--- src/rtl/opunit_mgr.sv ---
module opunit_mgr #(
  parameter int W    = 16,
  parameter int NSRC = 3,
  parameter int LAT  = 3
) (
  input  logic              clk,
  input  logic              rst_n,
  input  logic              issue_i,
  input  logic [2:0]        op_i,
  input  logic              inv_a_i,
  input  logic              zero_a_i,
  input  logic [W-1:0]      imm_i,
  input  logic              imm_ok_i,
  input  logic [NSRC-1:0]   rdmask_i,
  output logic [NSRC-1:0]   rd_req_o,
  input  logic [NSRC-1:0]   rd_go_i,
  input  logic [NSRC*W-1:0] src_i,
  output logic              wr_req_o,
  input  logic              wr_go_i,
  output logic [W-1:0]      dout_o,
  output logic              busy_o
);
  localparam int CW = $clog2(LAT + 1);
  localparam logic [2:0] OP_ADD = 3'd1;
  localparam logic [2:0] OP_MUL = 3'd2;
  localparam logic [2:0] OP_SHR = 3'd3;

  typedef enum logic [1:0] {S_IDLE, S_READ, S_EXEC, S_WRITE} st_t;

  st_t             st;
  logic [2:0]      op_q;
  logic            inv_q;
  logic [NSRC-1:0] pend;
  logic [W-1:0]    opnd [NSRC];
  logic [W-1:0]    res_q;
  logic [NSRC-1:0] skip;

  // ALU side
  logic            alu_busy, alu_done;
  logic [CW-1:0]   alu_cnt;
  logic [W-1:0]    alu_res;
  logic [W-1:0]    a_v, b_v, c_v, f;
  logic            zd;
  logic            ex_in_valid, ex_in_ready, ex_out_valid, ex_out_ready;
  logic [W-1:0]    ex_out_data;

  always_comb begin
    skip = rdmask_i;
    skip[0] = skip[0] | zero_a_i;
    skip[1] = skip[1] | imm_ok_i;
  end

  assign busy_o   = (st != S_IDLE);
  assign rd_req_o = (st == S_READ) ? pend : '0;
  assign wr_req_o = (st == S_WRITE);
  assign dout_o   = res_q;

  always_ff @(posedge clk) begin
    if (!rst_n) begin
      st    <= S_IDLE;
      op_q  <= '0;
      inv_q <= 1'b0;
      pend  <= '0;
      res_q <= '0;
      for (int i = 0; i < NSRC; i++) opnd[i] <= '0;
    end else begin
      case (st)
        S_IDLE: if (issue_i) begin
          op_q  <= op_i;
          inv_q <= inv_a_i;
          pend  <= ~skip;
          for (int i = 0; i < NSRC; i++) opnd[i] <= '0;
          if (imm_ok_i) opnd[1] <= imm_i;
          st <= S_READ;
        end
        S_READ: begin
          for (int i = 0; i < NSRC; i++)
            if (rd_go_i[i] && pend[i]) begin
              opnd[i] <= src_i[i*W +: W];
              pend[i] <= 1'b0;
            end
          if (ex_in_valid && ex_in_ready) begin
            if (ex_out_valid) begin
              res_q <= ex_out_data;
              st    <= S_WRITE;
            end else begin
              st <= S_EXEC;
            end
          end
        end
        S_EXEC: if (ex_out_valid) begin
          res_q <= ex_out_data;
          st    <= S_WRITE;
        end
        S_WRITE: if (wr_go_i) st <= S_IDLE;
        default: st <= S_IDLE;
      endcase
    end
  end

  assign ex_in_valid  = (st == S_READ) && (pend == '0);
  assign ex_out_ready = (st == S_READ) || (st == S_EXEC);

  // built-in test ALU
  assign a_v = inv_q ? ~opnd[0] : opnd[0];
  assign b_v = opnd[1];
  generate
    if (NSRC > 2) begin : g_c
      assign c_v = opnd[2];
    end else begin : g_noc
      assign c_v = '0;
    end
  endgenerate

  always_comb begin
    case (op_q)
      OP_ADD:  f = a_v + b_v + c_v;
      OP_MUL:  f = a_v * b_v;
      OP_SHR:  f = a_v >> b_v;
      default: f = a_v - b_v;
    endcase
  end

  assign zd           = !(op_q == OP_ADD || op_q == OP_MUL || op_q == OP_SHR);
  assign ex_in_ready  = !alu_busy && !alu_done;
  assign ex_out_valid = alu_done || (ex_in_valid && ex_in_ready && zd);
  assign ex_out_data  = alu_done ? alu_res : f;

  always_ff @(posedge clk) begin
    if (!rst_n) begin
      alu_busy <= 1'b0;
      alu_done <= 1'b0;
      alu_cnt  <= '0;
      alu_res  <= '0;
    end else begin
      if (ex_in_valid && ex_in_ready && !zd) begin
        alu_busy <= 1'b1;
        alu_cnt  <= CW'(LAT - 1);
        alu_res  <= f;
      end else if (alu_busy) begin
        if (alu_cnt == '0) begin
          alu_busy <= 1'b0;
          alu_done <= 1'b1;
        end else begin
          alu_cnt <= alu_cnt - 1'b1;
        end
      end else if (alu_done && ex_out_ready) begin
        alu_done <= 1'b0;
      end
    end
  end

  // assertions
  a_r2_busy_after_issue: assert property (@(posedge clk) disable iff (!rst_n)
    $rose(busy_o) |-> $past(issue_i));
  a_r7_release: assert property (@(posedge clk) disable iff (!rst_n)
    (wr_req_o && wr_go_i) |=> (!busy_o && !wr_req_o));
  a_r7_hold: assert property (@(posedge clk) disable iff (!rst_n)
    (wr_req_o && !wr_go_i) |=> (wr_req_o && $stable(dout_o)));
  a_r7_req_busy: assert property (@(posedge clk) disable iff (!rst_n)
    wr_req_o |-> (busy_o && rd_req_o == '0));

  generate
    for (genvar i = 0; i < NSRC; i++) begin : g_chk
      a_r4_rise_after_issue: assert property (@(posedge clk) disable iff (!rst_n)
        $rose(rd_req_o[i]) |-> $past(issue_i && !busy_o));
      a_r4_fall_after_go: assert property (@(posedge clk) disable iff (!rst_n)
        (rd_req_o[i] && rd_go_i[i]) |=> !rd_req_o[i]);
      a_r4_hold_in_stall: assert property (@(posedge clk) disable iff (!rst_n)
        (rd_req_o[i] && !rd_go_i[i]) |=> rd_req_o[i]);
    end
  endgenerate
endmodule

--- config.mk ---
export PLATFORM = sky130hd
export DESIGN_NAME = opunit_mgr
export DESIGN_NICKNAME = d
export VERILOG_FILES = /design/src/rtl/opunit_mgr.sv
export SDC_FILE = /design/constraint.sdc
export NUM_CORES = 1
export LEC_CHECK = 0
export CAP_MARGIN = 10
export CORE_UTILIZATION = 60
export DETAILED_ROUTE_END_ITERATION = 16
export PLACE_DENSITY = 0.92
export SYNTH_ARGS = -nofsm -noshare
export SYNTH_HDL_FRONTEND = slang
export SYNTH_SLANG_ARGS = --single-unit
--- constraint.sdc ---
create_clock -name clk -period 9.3 [get_ports clk]
set_input_delay 1.395 -clock clk [delete_from_list [all_inputs] [get_ports clk]]
set_output_delay 1.395 -clock clk [all_outputs]
set_load 0.01 [all_outputs]
==> impl_metrics.env <==
export IMPL_cts_resized=0
export IMPL_grt_max_degree=31
export IMPL_tightest_slew_ns=1.19
export IMPL_drc=0
export IMPL_p_total_mw=4.59
export IMPL_period_share_pct=79.7
export IMPL_p_per_area_mw_per_mm2=365
export IMPL_ys_async_sr_fraction_pct=0
export IMPL_syn_mean_instance_area_um2=8.51
export IMPL_required_ns=9.54
export IMPL_wl_per_cell_um=20.1
export IMPL_cts_tree="built"
export IMPL_worst_setup_path_end_kind="flip-flop"
export IMPL_arrival_ns=7.66
export IMPL_grt_pass1_vias=9997
export IMPL_layout_commonest_cell="inv_1"
export IMPL_hold_viol_final=0
export IMPL_dp_hpwl_um=25100
export IMPL_grt_ovfl_total=0
export IMPL_port_buffers=100
export IMPL_cts_made_buffers=9
export IMPL_rsz0062_at_grt="no"
export IMPL_synth_cells=1313
export IMPL_cap_violations=0
export IMPL_place_gp_congestion=1.03
export IMPL_path_class="flip-flop to flip-flop"
export IMPL_synth_flop_cell="edfxtp_1"
export IMPL_start_util_pct=61.8
export IMPL_antenna_found_initial=0
export IMPL_tns_ns=0
export IMPL_skew_ns=0.0125
export IMPL_die_w_um=138
export IMPL_ant_nets=0
export IMPL_viasPerCell=6.23
export IMPL_fin_crit_ns=7.41
export IMPL_worstSetupStartpointType="flip-flop"
export IMPL_routed_wl_um=32400
export IMPL_cts_root_buf="clkbuf_16"
export IMPL_crit_path_max_fanout=16
export IMPL_row_count=49
export IMPL_fill_cells=1302
export IMPL_leakage_nw=5.62
export IMPL_syn_area_mm2=0.0112
export IMPL_clk_pin_slew_worst_paths_ns=0.07
export IMPL_syn_nets=1588
export IMPL_synth_edf_count=48
export IMPL_n_antenna_cell=0
export IMPL_ir_drop_mv=0.269
export IMPL_ctsHoldBuffers=0
export IMPL_die_h_um=138
export IMPL_area_delta_synth_final_pct=12.6
export IMPL_clk_path_buf_depth=2
export IMPL_yosysSeqAreaShare_pct=21.0
export IMPL_min_delay_path_class="flip-flop to flip-flop"
export IMPL_coreArea_mm2=0.0181
export IMPL_grt_usage_pct=35.2
export IMPL_synth_cell_types=79
export IMPL_setup_viol=0
export IMPL_clock_sinks=93
export IMPL_grt_pass1_wl_um=52500
export IMPL_post_cts_setup_buffers=0
export IMPL_h_tree_depth=3
export IMPL_status="finished clean"
export IMPL_ys_warn_count=0
export IMPL_drive_gt1_share_pct=4.41
export IMPL_dr_pass1_iters=8
export IMPL_setup_slack_ns=1.89
export IMPL_yosys_register_bits=93
export IMPL_pre_cts_ws_ns=2.06
export IMPL_die_area_mm2=0.0192
export IMPL_relSlewSlack_pct=20.4
export IMPL_placed_area_mm2=0.0123
export IMPL_vias=10000
export IMPL_clock_fmax_ghz=0.135
export IMPL_drtIter0Drc=1190
export IMPL_slew_viol_final=0
export IMPL_final_nets=1652
export IMPL_mostFrequentLayoutCells="inv_1, nor2_1, nand2_1"
export IMPL_finalInstanceArea_mm2=0.0126
export IMPL_worstSkewPairLatency_ns=0.36
export IMPL_io_pins=101
-- state kept, by name, summed over array words and instances (netlist names) --
| register | cells |
|---|---|
| pend | 3 |
| alu_res | 16 |
| inv_q | 1 |
| alu_cnt | 2 |
| opnd | 48 |
| alu_busy | 1 |
| dout_o | 16 |
| op_q | 3 |
| st | 2 |
| alu_done | 1 |
-- critical path, stage by stage, from the launching register on --
cell	delay, ns
dfxtp_2	0.66
xor2_1	0.90
inv_1	0.40
nor2_1	0.25
fa_1	0.47
fa_1	0.49
ha_1	0.20
fa_1	0.48
inv_1	0.05
fa_1	0.50
fa_1	0.49
inv_1	0.04
ha_1	0.30
o21a_1	0.13
a21oi_1	0.19
o21ai_0	0.16
o41ai_1	0.42
xor2_1	0.38
o21ai_0	0.20
a21oi_1	0.31
a211o_1	0.18
a21oi_1	0.08
-- cell families after synthesis --
kind of cell / count (synthesis) / synth area share [%]
AND/OR/NAND/NOR: 379 / 15.4
AO/OA/AOI/OAI: 271 / 15.4
buffers and inverters: 267 / 9.64
adder cells (fa/ha/maj): 195 / 28.4
flip-flops: 93 / 21.0
XOR/XNOR: 82 / 7.01
multiplexers: 26 / 3.25
-- final timing paths --
| path | to | slack, ns | cells past startpoint | startpoint |
|---|---|---|---|---|
| max | dout_o[14] | 1.89 | 21 | inv_q |
| max reg2reg | dout_o[14] | 1.89 | 21 | inv_q |
| min reg2reg | alu_res[5] | 0.46 | 2 | alu_res[5] |
| min | alu_res[5] | 0.46 | 2 | alu_res[5] |
-- power by group --
group	internal [mW]	switching, mW	total (mW)
Clock	0.210	0.176	0.386
Sequential	0.526	0.108	0.634
Combinational	1.43	2.14	3.57
Total	2.17	2.42	4.59
-- stage by stage --
step	util, %	cells	hold WS, ns
3_3_place_gp	67.9	1595	0.442
6_report	69.6	1611	0.456
2_1_floorplan	-	1313	0.436
3_5_place_dp	67.9	1595	0.446
4_1_cts	69.6	1611	0.455
5_1_grt	69.6	1611	0.474
-- layer usage --
metal  GRT usage (%)  up-vias  share of wire [%]
li1                -     4466                  -
met3            6.82      125                9.4
met1            43.9     4812                 38
met2            59.0      636                 48
met5               0        -                  0
met4            16.2        0                4.5
-- final cells by class --
| class | count | area [um^2] | share of cell area [%] |
|---|---|---|---|
| inverter | 208 | 800 | 6.35 |
| tap | 229 | 287 | 2.28 |
| timing repair buffer | 112 | 1090 | 8.67 |
| sequential | 93 | 2340 | 18.6 |
| clock inverter | 5 | 43.8 | 0.348 |
| clock buffer | 11 | 264 | 2.10 |
| multi-input combinational | 953 | 7750 | 61.6 |
-- Yosys cell counts, drive strengths merged, types with 3 or more instances --
cell	n	area (um^2)
and2	37	231
o221ai	3	26.3
o211ai	4	30.0
nand2b	16	100
clkinv	5	23.8
ha	98	1230
and3	5	31.3
buf	11	76.3
xor2	32	314
nor3	11	55.1
fa	97	1940
nand3b	4	30.0
a32oi	5	43.8
or4	3	22.5
o211a	6	60.1
a22oi	7	52.6
xnor2	48	420
nand2	124	465
a211oi	30	230
o22ai	11	68.8
nor2	133	499
a21o	6	46.3
a21oi	100	500
o21a	6	45.0
o221a	3	33.8
inv	202	758
mux4	8	180
nor4	4	25.0
a31oi	3	18.8
a2111oi	3	26.3
a221oi	5	43.8
o31ai	4	30.0
nor2b	12	75.1
edfxtp	48	1440
nor3b	4	30.0
nand3	14	70.1
clkbuf	47	189
a211o	3	26.3
mux2i	16	160
or2	6	37.5
o21ai	52	260
dfxtp	45	901
Power figures use the tool's default switching activity.
